File: src/rtl/uirq_pkg.sv
package uirq_pkg;

  localparam int NUM_SRC   = 11;
  localparam int NUM_LINES = 6;
  localparam int SEL_W     = 2;

  // source positions
  localparam int BIT_RI  = 0;
  localparam int BIT_CTS = 1;
  localparam int BIT_DCD = 2;
  localparam int BIT_DSR = 3;
  localparam int BIT_RX  = 4;
  localparam int BIT_TX  = 5;
  localparam int BIT_RT  = 6;
  localparam int BIT_FE  = 7;
  localparam int BIT_PE  = 8;
  localparam int BIT_BE  = 9;
  localparam int BIT_OE  = 10;

  // output line indices
  localparam int LINE_ALL   = 0;
  localparam int LINE_RX    = 1;
  localparam int LINE_TX    = 2;
  localparam int LINE_TMO   = 3;
  localparam int LINE_MODEM = 4;
  localparam int LINE_ERR   = 5;

  typedef logic [NUM_SRC-1:0] srcVec_t;

  localparam srcVec_t MODEM_GROUP = srcVec_t'((1 << BIT_RI) | (1 << BIT_CTS) |
                                             (1 << BIT_DCD) | (1 << BIT_DSR));
  localparam srcVec_t ERR_GROUP   = srcVec_t'((1 << BIT_FE) | (1 << BIT_PE) |
                                             (1 << BIT_BE) | (1 << BIT_OE));

  localparam srcVec_t LINE_GROUP [NUM_LINES] = '{
    {NUM_SRC{1'b1}},
    srcVec_t'(1 << BIT_RX),
    srcVec_t'(1 << BIT_TX),
    srcVec_t'(1 << BIT_RT),
    MODEM_GROUP,
    ERR_GROUP
  };

  typedef enum logic [SEL_W-1:0] {
    SEL_MASK   = 2'd0,
    SEL_RAW    = 2'd1,
    SEL_MASKED = 2'd2,
    SEL_CLEAR  = 2'd3
  } regSel_e;

  typedef struct packed {
    logic    maskWrEn;
    logic    clrEn;
    srcVec_t wrData;
    srcVec_t setVec;
  } strobe_t;

endpackage

File: src/rtl/uirq_ctrl.sv
module uirq_ctrl
  import uirq_pkg::*;
(
  input  logic             regWr,
  input  logic [SEL_W-1:0] regSel,
  input  srcVec_t          regWrData,
  input  srcVec_t          evtSet,
  input  logic             txDataWr,
  input  srcVec_t          rawQ,
  input  srcVec_t          maskQ,
  output strobe_t          strb,
  output srcVec_t          regRdData
);

  regSel_e sel;
  srcVec_t txSet;

  assign sel = regSel_e'(regSel);

  always_comb begin
    txSet = '0;
    txSet[BIT_TX] = txDataWr;
  end

  // writes at raw and masked selects decode to no strobe at all
  always_comb begin
    strb          = '0;
    strb.wrData   = regWrData;
    strb.setVec   = evtSet | txSet;
    strb.maskWrEn = regWr && (sel == SEL_MASK);
    strb.clrEn    = regWr && (sel == SEL_CLEAR);
  end

  always_comb begin
    unique case (sel)
      SEL_MASK:   regRdData = maskQ;
      SEL_RAW:    regRdData = rawQ;
      SEL_MASKED: regRdData = rawQ & maskQ;
      default:    regRdData = '0;
    endcase
  end

endmodule

File: src/rtl/uirq_dpath.sv
module uirq_dpath
  import uirq_pkg::*;
(
  input  logic                 clk,
  input  logic                 rstN,
  input  strobe_t              strb,
  output srcVec_t              rawQ,
  output srcVec_t              maskQ,
  output logic [NUM_LINES-1:0] lineQ
);

  srcVec_t              rawNext;
  srcVec_t              maskNext;
  srcVec_t              clrVec;
  srcVec_t              maskedNow;
  logic [NUM_LINES-1:0] lineNext;
  logic                 pastValid;

  // a set on the same bit overrides the clear
  always_comb begin
    clrVec   = strb.clrEn ? strb.wrData : '0;
    rawNext  = (rawQ & ~clrVec) | strb.setVec;
    maskNext = strb.maskWrEn ? strb.wrData : maskQ;
  end

  always_ff @(posedge clk or negedge rstN) begin
    if (!rstN) begin
      rawQ  <= '0;
      maskQ <= '0;
    end else begin
      rawQ  <= rawNext;
      maskQ <= maskNext;
    end
  end

  assign maskedNow = rawQ & maskQ;

  for (genvar g = 0; g < NUM_LINES; g++) begin : g_line
    assign lineNext[g] = |(maskedNow & LINE_GROUP[g]);
  end

  always_ff @(posedge clk or negedge rstN) begin
    if (!rstN) lineQ <= '0;
    else       lineQ <= lineNext;
  end

  always_ff @(posedge clk or negedge rstN) begin
    if (!rstN) pastValid <= 1'b0;
    else       pastValid <= 1'b1;
  end

  AST_SET_WINS: assert property (@(posedge clk) disable iff (!rstN)
    (pastValid && |strb.setVec) |=> ((rawQ & $past(strb.setVec)) == $past(strb.setVec)));

  AST_CLEAR_W1C: assert property (@(posedge clk) disable iff (!rstN)
    (pastValid && strb.clrEn) |=> ((rawQ & $past(strb.wrData & ~strb.setVec)) == '0));

  AST_MASK_REPLACE: assert property (@(posedge clk) disable iff (!rstN)
    (pastValid && strb.maskWrEn) |=> (maskQ == $past(strb.wrData)));

  AST_NO_SPURIOUS_SET: assert property (@(posedge clk) disable iff (!rstN)
    pastValid |=> ((rawQ & ~$past(rawQ) & ~$past(strb.setVec)) == '0));

  AST_COMBINED_LAG: assert property (@(posedge clk) disable iff (!rstN)
    pastValid |=> (lineQ[LINE_ALL] == $past(|(rawQ & maskQ))));

endmodule

File: src/rtl/uirq_router.sv
module uirq_router
  import uirq_pkg::*;
(
  input  logic        clk,
  input  logic        rstN,
  input  logic        regWr,
  input  logic [1:0]  regSel,
  input  logic [10:0] regWrData,
  output logic [10:0] regRdData,
  input  logic [10:0] evtSet,
  input  logic        txDataWr,
  output logic        irqAll,
  output logic        irqRx,
  output logic        irqTx,
  output logic        irqTmo,
  output logic        irqModem,
  output logic        irqErr
);

  strobe_t              strb;
  srcVec_t              rawQ;
  srcVec_t              maskQ;
  logic [NUM_LINES-1:0] lineQ;

  uirq_ctrl u_ctrl (
    .regWr     (regWr),
    .regSel    (regSel),
    .regWrData (regWrData),
    .evtSet    (evtSet),
    .txDataWr  (txDataWr),
    .rawQ      (rawQ),
    .maskQ     (maskQ),
    .strb      (strb),
    .regRdData (regRdData)
  );

  uirq_dpath u_dpath (
    .clk   (clk),
    .rstN  (rstN),
    .strb  (strb),
    .rawQ  (rawQ),
    .maskQ (maskQ),
    .lineQ (lineQ)
  );

  assign irqAll   = lineQ[LINE_ALL];
  assign irqRx    = lineQ[LINE_RX];
  assign irqTx    = lineQ[LINE_TX];
  assign irqTmo   = lineQ[LINE_TMO];
  assign irqModem = lineQ[LINE_MODEM];
  assign irqErr   = lineQ[LINE_ERR];

  AST_GROUP_IMPLIES_ALL: assert property (@(posedge clk) disable iff (!rstN)
    (irqRx || irqTx || irqTmo || irqModem || irqErr) |-> irqAll);

endmodule

File: config.mk
export PLATFORM = sky130hd
export DESIGN_NAME = uirq_router
export DESIGN_NICKNAME = d
export VERILOG_FILES = /design/src/rtl/uirq_pkg.sv /design/src/rtl/uirq_ctrl.sv /design/src/rtl/uirq_dpath.sv /design/src/rtl/uirq_router.sv
export SDC_FILE = /design/constraint.sdc
export NUM_CORES = 1
export LEC_CHECK = 0
export ABC_CLOCK_PERIOD_IN_PS = 2600
export BUFFER_PORTS_ARGS = -buffer_cell sky130_fd_sc_hd__buf_2
export CAP_MARGIN = 10
export CORE_ASPECT_RATIO = 0.8
export CORE_MARGIN = 2
export CORE_UTILIZATION = 45
export CTS_CLUSTER_DIAMETER = 50
export DETAILED_ROUTE_END_ITERATION = 6
export PLACE_DENSITY_LB_ADDON = 0.08
export SYNTH_ARGS = -nofsm -noshare
export SYNTH_HDL_FRONTEND = slang
export SYNTH_SLANG_ARGS = --single-unit
File: constraint.sdc
create_clock -name clk -period 2.6 [get_ports clk]
set_input_delay 0.26 -clock clk [delete_from_list [all_inputs] [get_ports clk]]
set_output_delay 0.26 -clock clk [all_outputs]
set_load 0.01 [all_outputs]
Yosys cells after proc, flatten, opt, wreduce, memory -nomap -nowiden
Index checks and enable logic that the tools add are counted.
{ "totals": {"ff_bits": 28} }
{ "classes": {"eq_ne": 3, "mux": 2, "n_bitwise": 5, "n_reduce_logical": 6} }
{ "ops": {"columns": ["operator", "n"], "rows": [
  ["case mux 11 bit (3 select lines)", 1],
  ["AND 11 bit", 2],
  ["two-way mux 11 bit", 1],
  ["NOT 11 bit", 1],
  ["bitwise OR 11 bit", 1],
  ["bitwise OR 11 x 6 -> 11 bit", 1],
  ["OR reduction 11 bit", 1],
  ["OR reduction 4 bit", 2],
  ["== test 2 bit (second input constant)", 2],
  ["== test 2 x 1 -> 1 bit (second input constant)", 1],
  ["logical AND 1 bit", 2],
  ["logical NOT 2 bit", 1]
]} }

Depth between registers and ports, before layout
{ "depth": {"depth_word": 6, "depth_mapped": 5} }

Cells and area by module
From an unflattened synthesis, not the netlist that was laid out.
{ "unflattened": {"cells_unflattened": 146, "area_unflattened_um2": 1525.2} }
{ "by_module_without_submodules": {"columns": ["module", "instances", "cells_per_inst", "area_each_um2", "seq_area_each_um2"], "rows": [
  ["uirq_dpath", 1, 74, 1031.0, 700.7],
  ["uirq_ctrl", 1, 72, 494.2, 0.0]
]} }

Worst setup path before layout
OpenSTA, ideal clock, no wires.
{ "synth_path": {"path_kind": "input port to flip-flop", "start": "input regSel[0]", "end": "register u_dpath.maskQ[0]", "setup_ns": 0.125, "t_arrival_ns": 1.041, "t_required_ns": 2.475, "path_slack_ns": 1.434, "stages": 4, "cell_sequence": "buf_6 -> nor3b_4 -> buf_6 -> mux2_2"} }
{ "synth_between": {"elab_chain_cells": 2} }
{ "synth_rtl": {"columns": ["element", "line_no", "rtl"], "rows": [
  ["from (decl)", "uirq_router.sv:7", "input logic [1:0] regSel,"],
  ["logical NOT 2 bit", "uirq_ctrl.sv:30", "strb.maskWrEn = regWr && (sel == SEL_MASK);"],
  ["logical AND 1 bit", "uirq_ctrl.sv:30", null],
  ["to (signal assigned)", "uirq_dpath.sv:32", "maskQ <= maskNext;"],
  ["to (decl)", "uirq_dpath.sv:8", "output srcVec_t maskQ,"]
]} }
No other way between the ends.
A chain may end at the register's enable or synchronous reset.

Worst setup path in the final report
{ "layout_path": {"start": "input regSel[0]", "end": "output regRdData[3]"} }
{ "layout_between": {"elab_chain_cells": 2, "elab_cells_between_ends": 4, "classes_between": "2 x eq/ne; 1 x mux; 1 x reduce/logical"} }
{ "layout_rtl": {"columns": ["element", "line_no", "rtl"], "rows": [
  ["== test 2 bit, or another cell as far along", "uirq_ctrl.sv:35", "unique case (sel)"],
  ["case mux 11 bit (3 select lines) *", "uirq_ctrl.sv:35", null],
  ["to (decl)", "uirq_router.sv:9", "output logic [10:0] regRdData,"]
]} }
Every way passes the cells marked *; elsewhere a longest branch is shown, timed or not.

==> flow_metrics.tcl <==
set metrics [dict create \
    global_route_wire_length_before_repair_um 4260 \
    worst-r2r-setup-slack_ns 1.43 \
    power_uw 913 \
    synth_edf_count 0 \
    synth_area_um2 1270 \
    drt_pass1_iterations 2 \
    worst_clock_skew_ns 0.00510 \
    flip_flop_and_latch_count_after_synthesis 28 \
    required_worst_endpoint_ns 2.34 \
    drive_gt1_share_pct 39.1 \
    run_status "completed" \
    fraction_of_synthesized_cell_area_taken_by_the_top_area_cell_type_pct 55.0 \
    synth_cell_type_count 16 \
    cts.sinks 28 \
    drc 0 \
    dp_hpwl_um 1910 \
    multiInputGateArea_um2 518 \
    setup_slack_ns 1.09 \
    final_net_count 181 \
    insertedDiodeCount 0 \
    use_met2_pct 29.6 \
    cts_max_level 1 \
    ys_seq_area_share_pct 55.0 \
    synth_top_cells_by_area "sky130_fd_sc_hd__dfrtp_1 55%, sky130_fd_sc_hd__mux2_2 9.7%, sky130_fd_sc_hd__mux2i_1 8.6%" \
    critPathMaxFanout 24 \
    critical_path_class "input pin to primary output" \
    post_cts_resized 0 \
    cts_inserted_buffers 3 \
    synth_flop_cell "sky130_fd_sc_hd__dfrtp_1" \
    coreArea_um2 2720 \
    ff_to_ff_start "u_dpath.rawQ[1]" \
    setup_repair_after_global_routing_missed_its_margin "no" \
    timing.fmax_mhz 664 \
    numPortBuffers 44 \
    tritoncts "built" \
    fin_crit_sh_pct 57.9 \
    initial_core_util_pct 46.8 \
    grt_antenna_before_repair 0 \
    clk_buf_depth 2 \
    net_count_of_the_mapped_netlist 137 \
    vias_in_the_first_global_route 937 \
    clk_transition_reported_paths_ns 0.14 \
    grt.busiest_layer "met2" \
    synth_warnings 0 \
    worst_setup_path_start_kind "input pin" \
    timing.critical_path.arrival_ns 1.25 \
    slew_headroom_pct 58.6 \
    finalSetupViolations 0 \
    cp-end-kind "primary output" \
    timing.critical_path.to "regRdData[3]" \
    final-seq-area_um2 701 \
    drt-wirelength-per-cell_um 13.7 \
    synth_most_common_cell "sky130_fd_sc_hd__dfrtp_1" \
    timing.final.hold_violations 0 \
    cellPowerDensity_nw_per_um2 596 \
    met3_grt_util_pct 5.19 \
    insertion_delay_to_the_later_sink_of_the_worst_skew_pair_ns 0.32 \
    worst_r2r_path_depth 3 \
    final.setup.tns_ns 0 \
    postRouteAntennaNets 0 \
    pre_cts_ws_ns 0.831 \
    dieHeight_um 51.6 \
    fill_cells 262 \
    timing.max_cap.violations 0 \
    chipWidth_um 63.5 \
    routed_wirelength_um 2580 \
    groute.usage.overall_pct 17.2 \
    first_iter_violations 48 \
    finalWorstPathRequiredPeriod_ns 1.51 \
    power_leakage_nw 0.710 \
    post_synth.cell_area_avg_um2 11.7 \
    detail_route.vias_per_cell 5.07 \
    grt_max_degree 29 \
    critical_path.reg2reg.endpoint "u_dpath.lineQ[0]" \
    grt-ovfl-total 0 \
    cts.root.buffer_cell "sky130_fd_sc_hd__clkbuf_4" \
    die_area_um2 3280 \
    maxSlewViolCount 0 \
    hold_path_class "input pin to register" \
    routabilityCongestion 0.795 \
    synth_top_area_cell "sky130_fd_sc_hd__dfrtp_1" \
    synthToLayoutAreaGrowth_pct 20.0 \
    finalCoreUtilization_pct 56.2 \
    placement_rows 17 \
    detailroute.via_count 958 \
    asyncSetResetFlopFracSynth_pct 100 \
    cell_types_with_the_highest_counts_after_synthesis "28 x sky130_fd_sc_hd__dfrtp_1, 22 x sky130_fd_sc_hd__nand2_1, 11 x sky130_fd_sc_hd__mux2_2, 11 x sky130_fd_sc_hd__mux2i_1, 11 x sky130_fd_sc_hd__o22ai_1" \
    io-pin-count 45 \
    global_route.usage.met1_pct 21.5 \
    tightestPinTransition_ns 0.621 \
    crit_path_launch "regSel[0]" \
    max-vdd-ir-drop_v 0.000297 \
    syn-instance-count 109 \
]
registers in the layout, summed over array words and instances (netlist names):
signal	cells
u_dpath.rawQ	11
u_dpath.lineQ	6
u_dpath.maskQ	11
timing repair:
action,4_1_cts,5_1_grt
hold buffers,1,0
endpoints found under the setup margin,0,0
setup buffers,0,0
endpoints found under the hold margin,28,0
cell type report:
cell class	instances	area share [%]
Timing Repair Buffer	45	15.0
Clock buffer	3	1.47
Sequential cell	28	45.8
Inverter	3	0.736
Tap cell	38	3.11
Multi-Input combinational cell	72	33.9
logic make-up (layout without fill, tap and decap cells):
kind of cell,count (synthesis),count (layout),share of synthesized area (%)
AOI/OAI and AO/OA,22,22,12.0
buffers and inverters,9,51,4.42
DFF,28,28,55.0
muxes,22,22,18.4
and+or+nand+nor,28,28,10.3
worst min-delay path by stage:
stage	from	slack, ns	depth (start not counted)	endpoint
2_1_floorplan	rstN	-0.04	0	u_dpath.lineQ[0]
3_3_place_gp	rstN	0.31	1	u_dpath.rawQ[9]
3_5_place_dp	rstN	0.32	1	u_dpath.maskQ[9]
4_1_cts	evtSet[8]	0.09	2	u_dpath.rawQ[8]
5_1_grt	evtSet[2]	0.08	2	u_dpath.rawQ[2]
6_report	evtSet[4]	0.10	2	u_dpath.rawQ[4]
metal layers:
metal	wire length [um]	up-vias
met2	1250	25
met4	25	0
met1	1150	454
li1	-	475
met3	148	4
met5	0	-
worst max-delay path, stage by stage:
cell	delay, ns
sky130_fd_sc_hd__buf_2	0.45
sky130_fd_sc_hd__mux2i_1	0.27
sky130_fd_sc_hd__o22ai_1	0.09
sky130_fd_sc_hd__buf_2	0.17
layout by cell type (no fill, tap or decap), types with 2 or more instances in the layout:
cell / count
sky130_fd_sc_hd__clkbuf_4: 3
sky130_fd_sc_hd__inv_1: 3
sky130_fd_sc_hd__a21o_1: 10
sky130_fd_sc_hd__o22ai_1: 11
sky130_fd_sc_hd__buf_2: 44
sky130_fd_sc_hd__nand4_1: 2
sky130_fd_sc_hd__nand2_1: 22
sky130_fd_sc_hd__mux2_2: 11
sky130_fd_sc_hd__mux2i_1: 11
sky130_fd_sc_hd__dfrtp_1: 28
through the flow:
stage	cell area (um2)	instances	hold WS [ns]
after floorplan	1270	109	-0.0356
after global placement	1500	185	0.310
after detailed placement	1500	185	0.315
after CTS	1530	189	0.0927
after global routing	1530	189	0.0826
final	1530	189	0.104
power breakdown:
part / switching [mW] / internal, mW
sequential: 0.0300 / 0.486
combinational: 0.115 / 0.107
clock: 0.121 / 0.0544
total: 0.265 / 0.648
Power figures use the tool's default switching activity.
